$ cat src/rtl/pd_seq_pkg.sv
package pd_seq_pkg;
  typedef enum logic [1:0] {
    ST_RUN     = 2'd0,
    ST_PENDING = 2'd1,
    ST_DOWN    = 2'd2,
    ST_WAKE    = 2'd3
  } pdState_t;

  typedef struct packed {
    logic loadCnt;
    logic decCnt;
    logic restartDone;
  } pdStrobe_t;
endpackage

$ cat src/rtl/pd_seq_datapath.sv
module pd_seq_datapath
  import pd_seq_pkg::*;
#(
  parameter int SHORT_WAIT = 100,
  parameter int LONG_WAIT  = 4096,
  parameter int SYNC_STAGES = 2
) (
  input  logic      clk,
  input  logic      rst_n,
  input  logic      sleepPin,
  input  logic      swForce,
  input  logic      oscKeep,
  input  logic      ctxKeep,
  input  pdStrobe_t strobe,
  output logic      pinRise,
  output logic      pinFall,
  output logic      swRise,
  output logic      cntZero,
  output logic      ctxClear
);
  localparam int CNT_W = $clog2(LONG_WAIT + 1);
  localparam logic [CNT_W-1:0] SHORT_LOAD = CNT_W'(SHORT_WAIT - 1);
  localparam logic [CNT_W-1:0] LONG_LOAD  = CNT_W'(LONG_WAIT - 1);

  logic [SYNC_STAGES-1:0] syncQ;
  logic pinPrev;
  logic swPrev;
  logic [CNT_W-1:0] cntQ;
  logic ctxKeepQ;

  always_ff @(posedge clk or negedge rst_n) begin
    if (!rst_n) begin
      syncQ   <= '0;
      pinPrev <= 1'b0;
      swPrev  <= 1'b0;
    end else begin
      syncQ   <= {syncQ[SYNC_STAGES-2:0], sleepPin};
      pinPrev <= syncQ[SYNC_STAGES-1];
      swPrev  <= swForce;
    end
  end

  assign pinRise = syncQ[SYNC_STAGES-1] & ~pinPrev;
  assign pinFall = ~syncQ[SYNC_STAGES-1] & pinPrev;
  assign swRise  = swForce & ~swPrev;

  always_ff @(posedge clk or negedge rst_n) begin
    if (!rst_n) begin
      cntQ     <= '0;
      ctxKeepQ <= 1'b1;
      ctxClear <= 1'b0;
    end else begin
      if (strobe.loadCnt) begin
        cntQ     <= oscKeep ? SHORT_LOAD : LONG_LOAD;
        ctxKeepQ <= ctxKeep;
      end else if (strobe.decCnt) begin
        cntQ <= cntQ - 1'b1;
      end
      ctxClear <= strobe.restartDone & ~ctxKeepQ;
    end
  end

  assign cntZero = (cntQ == '0);
endmodule

$ cat src/rtl/pd_seq_control.sv
module pd_seq_control
  import pd_seq_pkg::*;
(
  input  logic      clk,
  input  logic      rst_n,
  input  logic      pinRise,
  input  logic      pinFall,
  input  logic      swRise,
  input  logic      cntZero,
  input  logic      haltCmd,
  input  logic      clkActive,
  output pdStrobe_t strobe,
  output logic      pdIrq,
  output logic      coreClkEn,
  output logic      pdAck
);
  pdState_t stateQ, stateD;
  logic reqSeen;

  assign reqSeen = pinRise | swRise;

  always_comb begin
    stateD = stateQ;
    strobe = '0;
    case (stateQ)
      ST_RUN:     if (reqSeen) stateD = ST_PENDING;
      ST_PENDING: if (haltCmd) stateD = ST_DOWN;
      ST_DOWN: begin
        if (pinFall) begin
          stateD = ST_WAKE;
          strobe.loadCnt = 1'b1;
        end
      end
      ST_WAKE: begin
        if (clkActive) begin
          if (cntZero) begin
            stateD = ST_RUN;
            strobe.restartDone = 1'b1;
          end else begin
            strobe.decCnt = 1'b1;
          end
        end
      end
      default: stateD = ST_RUN;
    endcase
  end

  always_ff @(posedge clk or negedge rst_n) begin
    if (!rst_n) begin
      stateQ <= ST_RUN;
      pdIrq  <= 1'b0;
    end else begin
      stateQ <= stateD;
      pdIrq  <= (stateQ == ST_RUN) & reqSeen;
    end
  end

  assign coreClkEn = (stateQ == ST_RUN) || (stateQ == ST_PENDING);
  assign pdAck     = (stateQ == ST_DOWN);
endmodule

$ cat src/rtl/pd_seq_top.sv
module pd_seq_top
  import pd_seq_pkg::*;
#(
  parameter int SHORT_WAIT = 100,
  parameter int LONG_WAIT  = 4096
) (
  input  logic clk,
  input  logic rst_n,
  input  logic sleepPin,
  input  logic swForce,
  input  logic haltCmd,
  input  logic oscKeep,
  input  logic ctxKeep,
  input  logic clkActive,
  input  logic clkOutCfg,
  output logic pdIrq,
  output logic coreClkEn,
  output logic pdAck,
  output logic ctxClear,
  output logic clkOutOn
);
  pdStrobe_t strobe;
  logic pinRise, pinFall, swRise, cntZero;

  pd_seq_datapath #(.SHORT_WAIT(SHORT_WAIT), .LONG_WAIT(LONG_WAIT), .SYNC_STAGES(2)) dp_i (
    .clk(clk), .rst_n(rst_n), .sleepPin(sleepPin), .swForce(swForce),
    .oscKeep(oscKeep), .ctxKeep(ctxKeep), .strobe(strobe),
    .pinRise(pinRise), .pinFall(pinFall), .swRise(swRise),
    .cntZero(cntZero), .ctxClear(ctxClear)
  );

  pd_seq_control ctl_i (
    .clk(clk), .rst_n(rst_n), .pinRise(pinRise), .pinFall(pinFall),
    .swRise(swRise), .cntZero(cntZero), .haltCmd(haltCmd),
    .clkActive(clkActive), .strobe(strobe), .pdIrq(pdIrq),
    .coreClkEn(coreClkEn), .pdAck(pdAck)
  );

  assign clkOutOn = clkOutCfg & coreClkEn;
endmodule

$ cat config.mk
export PLATFORM = sky130hd
export DESIGN_NAME = pd_seq_top
export DESIGN_NICKNAME = d
export VERILOG_FILES = /design/src/rtl/pd_seq_pkg.sv /design/src/rtl/pd_seq_datapath.sv /design/src/rtl/pd_seq_control.sv /design/src/rtl/pd_seq_top.sv
export SDC_FILE = /design/constraint.sdc
export NUM_CORES = 1
export LEC_CHECK = 0
export BUFFER_PORTS_ARGS = -buffer_cell sky130_fd_sc_hd__buf_2
export CORE_UTILIZATION = 43
export DETAILED_ROUTE_END_ITERATION = 6
export GPL_TIMING_DRIVEN = 1
export PLACE_DENSITY = 0.72
export SYNTH_ARGS = -nofsm -noshare
export SYNTH_HDL_FRONTEND = slang
export SYNTH_SLANG_ARGS = --single-unit
$ cat constraint.sdc
create_clock -name clk -period 4.48 [get_ports clk]
set_input_delay 0.896 -clock clk [delete_from_list [all_inputs] [get_ports clk]]
set_output_delay 0.896 -clock clk [all_outputs]
set_load 0.05 [all_outputs]
After elaboration in Yosys (flattened, before gate mapping)
Index checks and enable logic that the tools add are counted.
Operators by class
  bitwise operators: 11
  order comparisons: 0
  reductions and logical operators: 5
  add/subtract/negate cells: 1
  multipliers: 0
  eq/ne operators: 8
  shifts and indexed selects: 0
  div/mod/pow operators: 0
  muxes and demuxes: 15
Operators by type and width (count)
  $mux 13: 2
  $mux 2: 7
  $logic_not 13->1: 1
  $sub 13x1->13 const B: 1
  $mux 12: 1
  $pmux 2 s4: 1
  $and 1x1->1: 6
  $ne 2x2->1 const B: 3
  $reduce_and 5->1: 1
  $eq 2x2->1 const B: 2
  $mux 1: 4
  $ne 2x1->1 const B: 2
  $not 1->1: 4
  $eq 2x1->1 const B: 1
  $logic_not 2->1: 1
  $reduce_bool 2->1: 1
  $logic_or 1x1->1: 1
  $or 1x1->1: 1
Word-level totals
  bits in read-only memories: 0
  bits in latches: 0
  bits in writable memories: 0
  flip-flop bits (word level): 22
  memories kept: 0
  logic and storage cells: 48

Depth between registers and ports, before layout
Gate-level depths: netlist of the first run.
  depth in word-level cells: 6
  depth in mapped cells: 6

Hierarchy
A second synthesis of the first run with hierarchy kept.
Second synthesis, totals
  cells, all modules: 110
  area, all modules: 1207.4 µm²
Modules (own cells, without submodules)
  pd_seq_datapath: cells an instance 85, area an instance 922.1 µm², times used 1
  pd_seq_control: cells an instance 24, area an instance 279.0 µm², times used 1
  pd_seq_top: cells an instance 1, area an instance 6.3 µm², times used 1

Worst setup path before layout of the first run
OpenSTA, ideal clock, no wires.
  path type: register to output
  start: register ctl_i.stateQ[0]
  end: output clkOutOn
  setup slack: 2.147 ns
  arrival: 1.437 ns
  stages on the path, launching flop included: 5
  path buffers: 0
  path through: dfrtp_1 -> inv_1 -> ha_1 -> or2_2 -> and2_1
On the way
  longest elaborated chain between the ends: 3
  elaborated cells between the ends (all ways): 4
  those cells by class: 1 x eq/ne; 1 x bitwise; 2 x reduce/logical
RTL lines
  start: declaration: RTL line pd_seq_control.sv:17  | pdState_t stateQ, stateD;
  start signal: assignment: RTL line pd_seq_control.sv:53  | stateQ <= stateD;
  $eq 2x1->1 or $logic_not 2->1 (tied branches): RTL line pd_seq_control.sv:58  | assign coreClkEn = (stateQ == ST_RUN) || (stateQ == ST_PENDING);
  $logic_or 1x1->1 (*): RTL line pd_seq_control.sv:58
  net coreClkEn: RTL line pd_seq_top.sv:17  | output logic coreClkEn,
  $and 1x1->1 (*): RTL line pd_seq_top.sv:39  | assign clkOutOn = clkOutCfg & coreClkEn;
  end: declaration: RTL line pd_seq_top.sv:20  | output logic clkOutOn
Mark *: on every way through the listed nets, which the timed path passes. The rest lies on a longest branch.

Worst setup path in the final report of the first run
  start: register ctl_i.stateQ[0]
  end: output clkOutOn
On the way
  longest elaborated chain between the ends: 3
  elaborated cells between the ends (all ways): 4
  those cells by class: 1 x eq/ne; 1 x bitwise; 2 x reduce/logical
RTL lines (RTL line)
  $eq 2x1->1 or $logic_not 2->1 (tied branches): pd_seq_control.sv:58
  $logic_or 1x1->1 (*): pd_seq_control.sv:58
  $and 1x1->1 (*): pd_seq_top.sv:39
Every way passes the cells marked *; elsewhere a longest branch is shown, timed or not.

==> Flow_metrics.wiki, run 1 <==
{| class="wikitable"
! Metric !! Value
|-
| Post-route DRC || 0
|-
| Average instance area after synthesis || 10.4 um^2
|-
| Routed wirelength normalized by instance count || 13.9 um
|-
| Synth Net Count || 128
|-
| Area of the mapped netlist || 1160 um^2
|-
| Worst setup path startpoint || ctl_i.stateQ[0]
|-
| Boundary Pins || 14
|-
| Kind of start point of the critical path || register
|-
| EDFF count, synth || 0
|-
| Number of nets in the layout || 144
|-
| Run status || complete, no violations
|-
| Critical path class || reg2out
|-
| Post-cts resize count || 0
|-
| Worst r2r src || dp_i.cntQ[0]
|-
| Final HPWL DP || 1.68 mm
|-
| Cell at the root of the clock tree || clkbuf_4
|-
| Cell family with the largest share of critical-path delay || simple AND/OR/NAND/NOR gates
|-
| Total inserted antenna cells || 0
|-
| CTS tree || built
|-
| Share of the clock period used by the worst path || 58.3%
|-
| Final Routed Wirelength || 2.19 mm
|-
| Crit path depth || 5
|-
| Average via count per standard cell || 5.73
|-
| Power per Cell Area || 613 nW/um^2
|-
| Class of the worst hold path || reg2reg
|-
| Total count of hold-check failures in the final report || 0
|-
| Row Count || 18
|-
| Number of hold buffers added after CTS || 0
|-
| Share of post-route cells with drive strength above 1 || 18.9%
|-
| Count of unique library cells instantiated by Yosys || 38
|-
| CP bufs+invs || 2
|-
| Cell chain of the critical path || inv_1 -> ha_1 -> or2_2 -> and2_1 -> buf_2
|-
| Actual slew at the worst max-slew pin || 487 ps
|-
| Worst R2R Setup Slack || 2510 ps
|-
| CTS H-Tree Depth || 1
|-
| Final RePlAce weighted congestion || 0.787
|-
| Max-slew violation count || 0
|-
| Maximum clock skew at final layout || 0.697 ps
|-
| Number of port buffers || 13
|-
| Starting Density || 46.1%
|-
| Width of the chip || 54.0 um
|-
| Global-route usage over all layers || 16.5%
|-
| Initial DRC count || 16
|-
| Antenna violation net count after detailed routing || 0
|-
| Total congestion overflow || 0
|-
| Routed via count || 900
|-
| Count of cells along the worst register-to-register path || 6
|-
| Crit end category || output port
|-
| Highest cell delay on the worst timing path || 410 ps
|-
| Setup violations, final || 0
|-
| Max-slew headroom || 67.5%
|-
| Vias in the first global route || 797
|-
| Worst hold path startpoint || dp_i.syncQ[0]
|-
| Overall die area || 2920 um^2
|-
| Maximum clock insertion buffer count || 2
|-
| Warnings, synthesis || 0
|-
| Most frequently used flop master after synthesis || dfrtp_1
|-
| Setup bufs post-CTS || 0
|-
| Worst hold path depth || 0
|-
| Final hold slack || 374 ps
|-
| Time the final worst path needs with I/O delays and setup || 2610 ps
|-
| Fmax achieved || 0.383 GHz
|-
| Core outline area || 2520 um^2
|-
| Max_cap viols || 0
|-
| Clk sink count || 22
|-
| Global-route wire length before repair || 3.46 mm
|-
| Clock buffers created by TritonCTS || 3
|-
| Unrepaired setup endpoints after global routing || false
|-
| Setup TNS || 0 ps
|-
| DRT Pass-1 Iters || 4
|-
| Fraction of the yosys area taken by sequential cells || 47.4%
|-
| Share of flip-flops with an asynchronous set or reset || 100%
|-
| Worst VDD drop || 0.427 mV
|-
| Total power after layout || 804 uW
|-
| Maximum number of pins on one net before global-route repair || 23
|-
| Critical path data required time || 3580 ps
|-
| Seq cells post-synth || 22
|-
| Clock-pin transition on the worst setup and hold timing paths || 120 ps
|-
| Antenna violations before repair || 0
|-
| Clock latency at the later pin of the worst-skew pair || 300 ps
|-
| Critical path's slowest cell || dfrtp_1
|-
| Die Height || 54.0 um
|-
| Peak fanout along the critical path || 4
|-
| Cells after Synth || 112
|-
| Crit path arrival time || 1720 ps
|-
| Area growth syn-to-layout || 12.7%
|-
| Pleak || 0.000569 uW
|}
-- placed cells by master (no fill, tap or decap), types with 2 or more instances in the layout --
master and n:
nand3_1 4, ha_1 7, clkbuf_4 3, and3_1 3, nor2_1 4, a21oi_1 4, o41ai_1 2, nand2b_1 2
nor3b_1 2, buf_2 13, inv_1 9, or4_1 4, nand2_1 7, or2_2 2, o21ai_0 3, nor3_1 3
a31oi_1 6, and2_1 3, a41o_1 2, o31ai_1 4, dfrtp_1 21
-- stage by stage --
stage	util, %	instances	instance area [um^2]	worst slack [ps]
after global placement	49.9	153	1260	2260
final	52.0	157	1310	1870
after CTS	52.0	157	1310	1840
after detailed placement	49.9	153	1260	2200
after global routing	52.0	157	1310	1770
after floorplan	-	112	1160	2150
-- final cells by class --
class / instances / area (um^2)
Fill cell: 238 / 1210
Multi-Input combinational cell: 79 / 571
Sequential cell: 22 / 552
Timing Repair Buffer: 13 / 65.1
Tap cell: 30 / 37.5
Inverter: 9 / 33.8
Clock inverter: 1 / 30.0
Clock buffer: 3 / 22.5
-- synthesized netlist by cell type, types with 3 or more instances --
library cell | n | share of area (%)
o21ai_0 | 3 | 1.3
inv_1 | 9 | 2.9
nor3_1 | 3 | 1.3
ha_1 | 7 | 7.5
nand2_1 | 7 | 2.3
nand3_1 | 4 | 1.7
a31oi_1 | 6 | 3.2
nor2_1 | 4 | 1.3
or4_1 | 4 | 2.6
and2_1 | 3 | 1.6
and3_1 | 3 | 1.6
o31ai_1 | 4 | 2.6
dfrtp_1 | 21 | 45
a21oi_1 | 4 | 1.7
-- path summary, 6_finish.rpt --
| kind | to |
|---|---|
| setup reg to reg | ctl_i.stateQ[1] |
| hold / removal | dp_i.syncQ[1] |
| setup / recovery | clkOutOn |
| hold reg to reg | dp_i.syncQ[1] |
| min in group asynchronous | dp_i.cntQ[10] |
| max in group asynchronous | dp_i.ctxKeepQ |
-- per-layer routing --
metal / track usage [%] / up-vias / part of all wire (%)
met5: 0 / - / 0
met4: 5.13 / 0 / 1.1
met3: 5.65 / 2 / 4.0
met2: 27.0 / 17 / 49
met1: 20.2 / 435 / 46
li1: - / 446 / -
-- sequential cells by signal (all words and copies together) (netlist names) --
| name | cells |
|---|---|
| dp_i.cntQ | 13 |
| ctl_i.stateQ | 2 |
| dp_i.syncQ | 2 |
| ctl_i.pdIrq | 1 |
| dp_i.ctxClear | 1 |
| dp_i.ctxKeepQ | 1 |
| dp_i.pinPrev | 1 |
| dp_i.swPrev | 1 |
-- kinds of logic after synthesis --
group,synth area share (%)
buf+inv,3.55
xor+xnor,1.51
mux,1.83
fa+ha+maj,7.53
compound gates,17.1
flops,47.4
simple gates,21.1
-- where the power goes --
part / internal (uW) / leakage [uW] / switching (uW)
registers: 265 / 0.000249 / 72.0
clock network: 90.3 / 0.0000279 / 58.5
logic: 121 / 0.000292 / 197
total: 476 / 0.000569 / 328
No activity file was read; power rests on OpenSTA's default activity.
==> run 2, diff against run 1 <==
Settings changed: ABC_AREA set to 1, PLACE_DENSITY 0.72 to 0.74.
Clock period 4.48 ns to 2.4 ns, I/O delays scaled along.
==> run 2 against run 1 <==
Effect of this change:
- final area is 7.7% higher
- sequential cell count stayed put
- cell count is 38% higher
- clock skew is 7.1 ps higher
- non-clock buffer count stayed put
- critical endpoint unchanged
- sequential share of layout area is 3.0 points lower
- sequential power is 76% higher
- total power is 90% higher
- setup slack worse by 1400 ps
==> Flow_metrics.wiki, run 2 <==
{| class="wikitable"
! Metric !! Value
|-
| Run status || complete, no violations
|-
| Cell types with the largest area share after synthesis || dfrtp_1, nand2_1, nor2_1, ha_1, inv_1
|-
| Largest area contributor in the netlist || dfrtp_1
|-
| Routing usage on met2 || 31.8%
|-
| Max-slew violation count || 0
|-
| Post-Synth XOR/XNOR Area || 2.02%
|-
| Vias in the first global route || 1117
|-
| Fraction of the mapped netlist area in adder cells || 6.74%
|-
| Post-route DRC || 0
|-
| Power per Cell Area || 1080 nW/um^2
|-
| Cells after Synth || 171
|-
| Flip-flop count of the largest register after layout || 13
|-
| Global-route usage over all layers || 18.1%
|-
| Cell chain of the critical path || inv_1 -> ha_1 -> o21a_1 -> buf_2
|-
| Critical path data required time || 1920 ps
|-
| Maximum clock skew at final layout || 7.83 ps
|-
| Unrepaired setup endpoints after global routing || false
|-
| Seq cells post-synth || 22
|-
| Max_cap viols || 0
|-
| Most numerous cell in the Yosys netlist || nand2_1
|-
| Multiplexer fraction of the synthesized cell area || 0%
|-
| Max-slew headroom || 63.9%
|-
| Most frequent cells in the layout || nand2_1, nor2_1, inv_1
|-
| Grt met3 use || 1.59%
|-
| Routed wirelength normalized by instance count || 11.9 um
|-
| Fill cells || 276
|-
| Average via count per standard cell || 5.08
|-
| Warnings, synthesis || 0
|-
| Synth Net Count || 187
|-
| Pleak || 0.000722 uW
|-
| Boundary Pins || 14
|-
| Actual slew at the worst max-slew pin || 540 ps
|-
| Setup bufs post-CTS || 0
|-
| Time the final worst path needs with I/O delays and setup || 1970 ps
|-
| Antenna violation net count after detailed routing || 0
|-
| Antenna violations before repair || 0
|-
| Area of the mapped netlist || 1300 um^2
|-
| Global-route wire length before repair || 4.66 mm
|-
| Busiest metal layer after global routing || met2
|-
| Core outline area || 2810 um^2
|-
| Setup TNS || 0 ps
|-
| Maximum clock insertion buffer count || 2
|-
| Crit path arrival time || 1490 ps
|-
| Number of port buffers || 13
|-
| Largest Register || dp_i.cntQ
|-
| Row Count || 19
|-
| Most frequently used flop master after synthesis || dfrtp_1
|-
| Final Routed Wirelength || 2.57 mm
|-
| Average instance area after synthesis || 7.60 um^2
|-
| Share of the clock period used by the worst path || 82.2%
|-
| Post-cts resize count || 0
|-
| Setup Slack @ Placement || 507 ps
|-
| Fraction of post-synthesis cell area in the top cell type by area || 40.5%
|-
| Combinational family with the most area after synthesis || simple AND/OR/NAND/NOR gates
|-
| Class of the worst hold path || in2async
|-
| Global-route track usage on met1 || 23.0%
|-
| Final RePlAce weighted congestion || 0.789
|-
| Fmax achieved || 0.507 GHz
|-
| Final HPWL DP || 1.99 mm
|-
| Simple-gate area share of the yosys netlist || 28.7%
|-
| CTS H-Tree Depth || 1
|-
| Clock latency at the later pin of the worst-skew pair || 310 ps
|-
| Setup violations, final || 0
|-
| Overall die area || 3240 um^2
|-
| Clock buffers created by TritonCTS || 3
|-
| Critical path's slowest cell || dfrtp_1
|-
| Maximum number of pins on one net before global-route repair || 23
|-
| EDFF count, synth || 0
|-
| Crit end category || output port
|-
| Die Height || 57.0 um
|-
| Kind of start point of the critical path || register
|-
| CTS tree || built
|-
| Share of flip-flops with an asynchronous set or reset || 100%
|-
| Number of nets in the layout || 203
|-
| Count of unique library cells instantiated by Yosys || 23
|-
| Top flop regs || dp_i.cntQ (13), ctl_i.stateQ (2), dp_i.syncQ (2)
|-
| Most common library cell in the layout ignoring fill and taps || nand2_1
|-
| Share of post-route cells with drive strength above 1 || 15.6%
|-
| Peak fanout along the critical path || 4
|-
| Most used standard cells in the synthesized netlist || nand2_1, nor2_1, inv_1
|-
| Initial DRC count || 26
|-
| Area growth syn-to-layout || 8.77%
|-
| Cell family with the largest share of critical-path delay || flip-flops
|-
| Worst VDD drop || 0.722 mV
|-
| Routed via count || 1103
|-
| Highest cell delay on the worst timing path || 440 ps
|-
| Number of hold buffers added after CTS || 0
|-
| Clk sink count || 22
|-
| Fraction of the yosys area taken by sequential cells || 42.5%
|-
| DRT Pass-1 Iters || 4
|-
| Width of the chip || 57.0 um
|-
| Total inserted antenna cells || 0
|-
| Starting Density || 46.3%
|-
| Total count of hold-check failures in the final report || 0
|-
| Area fraction in compound gates after synthesis || 11.8%
|-
| Total congestion overflow || 0
|-
| Cell at the root of the clock tree || clkbuf_4
|-
| Final worst-path setup slack || 426 ps
|-
| Clock-pin transition on the worst setup and hold timing paths || 120 ps
|-
| CP bufs+invs || 2
|-
| Critical path class || reg2out
|}
==> run 2: power by group <==
| part | internal, uW | switching, uW | total [uW] | leakage, uW |
|---|---|---|---|---|
| Combinational | 240 | 517 | 758 | 0.000459 |
| Sequential | 488 | 107 | 594 | 0.000248 |
| Clock | 64.9 | 111 | 176 | 0.0000150 |
==> run 2: final timing paths <==
path                            startpoint             to  slack [ps]  cells past startpoint
max                        ctl_i.stateQ[0]       clkOutOn         430                      4
min                                  rst_n  dp_i.syncQ[0]         120                      1
max reg2reg                ctl_i.stateQ[0]   dp_i.cntQ[3]         450                      7
min reg2reg                  dp_i.syncQ[0]  dp_i.syncQ[1]         370                      0
max in group asynchronous            rst_n  dp_i.ctxKeepQ        1920                      1
min in group clk                  sleepPin  dp_i.syncQ[0]         260                      1
==> run 2: metrics by stage <==
step | utilization [%] | power, uW | instance area, um^2 | hold WS, ps | instances
2_1_floorplan | - | 1190 | 1300 | 184 | 171
3_3_place_gp | 49.4 | 1310 | 1390 | 339 | 213
3_5_place_dp | 49.4 | 1360 | 1390 | 340 | 213
4_1_cts | 50.4 | 1530 | 1410 | 136 | 217
5_1_grt | 50.4 | 1650 | 1410 | 164 | 217
6_report | 50.4 | 1530 | 1410 | 117 | 217
==> run 2: layout make-up <==
cell class                 count  area, um^2  share of cell area, %
clock buffer                   4        26.3                   1.86
timing repair buffer          13        65.1                   4.61
tap                           31        38.8                   2.75
multi-input combinational    123         641                   45.3
inverter                      24        90.1                   6.38
sequential                    22         552                   39.1
==> run 2: cell families after synthesis <==
kind of cell               count (synthesis)
and+or+nand+nor                           85
AOI/OAI and AO/OA                         28
buffers and inverters                     26
DFF                                       22
adders and majority gates                  7
xor gates and xnor gates                   3
==> run 2: layer usage <==
layer,part of all wire [%],up-vias
met5,0,-
met4,1.1,0
met3,4.3,4
met2,49,27
met1,46,500
li1,-,572
==> run 3, diff against run 2 <==
Settings changed: ABC_AREA 1 to 0, PLACE_DENSITY 0.74 to 0.72.
Clock period 2.4 ns to 1.9 ns, I/O delays scaled along.
==> run 3 against run 2 <==
Effect of this change:
- global-route usage increased by 0.97 points
- largest power group unchanged
- die area shrank 10%
- non-clock buffer count increased by 13
- combinational power rose by 28%
- count of clock-buffer cells in the layout decreased by 1
- utilization rose by 8.7 points
- sequential cell count unchanged
- largest cell class unchanged
- setup slack lost 400 ps
- cell count decreased by 22%
- wire length shrank 3.2%
==> Flow_metrics.wiki, run 3 (synthesis results as in run 1) <==
{| class="wikitable"
! Metric !! Value
|-
| Run status || complete, no violations
|-
| Clock latency at the later pin of the worst-skew pair || 310 ps
|-
| Critical path class || reg2out
|-
| Maximum clock insertion buffer count || 2
|-
| Share of post-route cells with drive strength above 1 || 35.0%
|-
| Critical path's slowest cell || dfrtp_1
|-
| Max_cap viols || 0
|-
| Antenna violations before repair || 0
|-
| Highest cell delay on the worst timing path || 410 ps
|-
| Setup violations, final || 0
|-
| Routed via count || 970
|-
| Flip-flop count of the largest register after layout || 13
|-
| CTS H-Tree Depth || 1
|-
| Final hold slack || 8.39 ps
|-
| Post-route DRC || 0
|-
| Total congestion overflow || 0
|-
| Kind of start point of the critical path || register
|-
| Total count of hold-check failures in the final report || 0
|-
| Class of the worst hold path || in2async
|-
| Average via count per standard cell || 5.71
|-
| Total inserted antenna cells || 0
|-
| Register Area || 553 um^2
|-
| Maximum number of pins on one net before global-route repair || 23
|-
| Number of port buffers || 13
|-
| DRT Pass-1 Iters || 4
|-
| Cell family with the largest share of critical-path delay || flip-flops
|-
| Core Util, Final || 59.0%
|-
| Most common library cell in the layout ignoring fill and taps || dfrtp_1
|-
| CP bufs+invs || 2
|-
| Worst VDD drop || 1.18 mV
|-
| Peak fanout along the critical path || 3
|-
| Power per Cell Area || 1440 nW/um^2
|-
| Final RePlAce weighted congestion || 0.790
|-
| Overall die area || 2920 um^2
|-
| Cell at the root of the clock tree || clkbuf_4
|-
| Max-slew headroom || 67.5%
|-
| Global-route usage over all layers || 19.0%
|-
| Crit end category || output port
|-
| Antenna violation net count after detailed routing || 0
|-
| Fill cells || 221
|-
| Share of the clock period used by the worst path || 98.9%
|-
| Initial DRC count || 8
|-
| Die Height || 54.0 um
|-
| Vias in the first global route || 882
|-
| Max-slew violation count || 0
|-
| Starting Density || 46.1%
|-
| Actual slew at the worst max-slew pin || 487 ps
|-
| Clk sink count || 22
|-
| Area growth syn-to-layout || 28.0%
|-
| Crit path arrival time || 1500 ps
|-
| Pleak || 0.000639 uW
|-
| Footprint of the multi-input gates || 629 um^2
|-
| Number of nets in the layout || 157
|-
| Unrepaired setup endpoints after global routing || true
|-
| Final non-filler cell total || 170
|-
| CTS tree || built
|-
| Routed wirelength normalized by instance count || 14.7 um
|-
| Cell chain of the critical path || inv_2 -> ha_2 -> or2_4 -> and2_4 -> buf_8
|-
| Final Routed Wirelength || 2.49 mm
|-
| Row Count || 18
|-
| Critical path data required time || 1520 ps
|-
| Boundary Pins || 14
|-
| Maximum clock skew at final layout || 3.97 ps
|-
| Width of the chip || 54.0 um
|-
| Time the final worst path needs with I/O delays and setup || 1880 ps
|-
| Most frequent cells in the layout || dfrtp_1, buf_4, buf_2
|-
| Clock buffers created by TritonCTS || 3
|-
| Fmax achieved || 0.532 GHz
|-
| Core outline area || 2520 um^2
|-
| Global-route wire length before repair || 3.95 mm
|-
| Final HPWL DP || 1.68 mm
|-
| Clock-pin transition on the worst setup and hold timing paths || 130 ps
|-
| Count of placed standard cells including taps || 157
|-
| Largest Register || dp_i.cntQ
|-
| Top flop regs || dp_i.cntQ (13), ctl_i.stateQ (2), dp_i.syncQ (2)
|}
[run 3: cell count changes in the layout (fill, tap and decap cells not counted), moves of 8 or more]
cell	change
a21oi_1	-9
nand2_1	-29
inv_1	-16
nor2_1	-22
nand3_1	-9
o21ai_0	-8
buf_4	+12
[run 3: per-stage QoR]
stage | cell area [um^2] | worst slack, ps | total power (uW) | setup TNS, ps
after CTS | 1410 | 10.1 | 2050 | 0
after global placement | 1290 | 27.6 | 1540 | 0
final | 1490 | 21.8 | 2140 | 0
after floorplan | 1160 | 51.9 | 1360 | 0
after detailed placement | 1290 | -3.12 | 1580 | -3.12
after global routing | 1490 | -59.3 | 2290 | -68.9
[run 3: metal layers]
metal | wire [um] | global-route usage, % | share of wire, % | vias to the layer above
met5 | 0 | 0 | 0 | -
met3 | 76 | 5.08 | 3.0 | 4
li1 | - | - | - | 476
met2 | 1300 | 32.3 | 52 | 16
met4 | 18 | 4.70 | 0.72 | 0
met1 | 1100 | 23.8 | 44 | 474
[run 3: repair_timing]
action                     in CTS  in global routing
buffers inserted                5                  4
pin swaps                       2                  3
resized for setup              10                 13
cloned                          0                  0
setup endpoints to repair       4                  8
hold buffers                    0                  0
[run 3: worst paths after layout]
path / start / endpoint / slack [ps] / cells after the start
worst max-delay path: ctl_i.stateQ[1] / clkOutOn / 20 / 5
worst min-delay path: rst_n / dp_i.cntQ[12] / 8 / 1
worst max register to register: ctl_i.stateQ[1] / dp_i.cntQ[11] / 80 / 7
worst min register to register: dp_i.syncQ[0] / dp_i.syncQ[1] / 380 / 0
max in group asynchronous: rst_n / dp_i.ctxKeepQ / 1540 / 1
min in group clk: sleepPin / dp_i.syncQ[0] / 160 / 1
[run 3: where the power goes]
| part | internal, uW | switching (uW) |
|---|---|---|
| sequential | 627 | 183 |
| clock | 213 | 147 |
| combinational | 443 | 528 |
[run 3: cell type report]
cell class	instances	share of cell area (%)
Clock inverter	1	2.02
Inverter	9	2.27
Multi-Input combinational cell	79	42.3
Sequential cell	22	37.1
Clock buffer	3	1.51
Timing Repair Buffer	26	12.3
Tap cell	30	2.52
[run 3: worst reg2reg max path: stages (launching register included)]
cell      delay (ps)
dfrtp_1          410
buf_4            140
ha_4             140
nand2_2           70
nand4b_1         210
buf_6            160
or4_1            460
a31oi_1          160
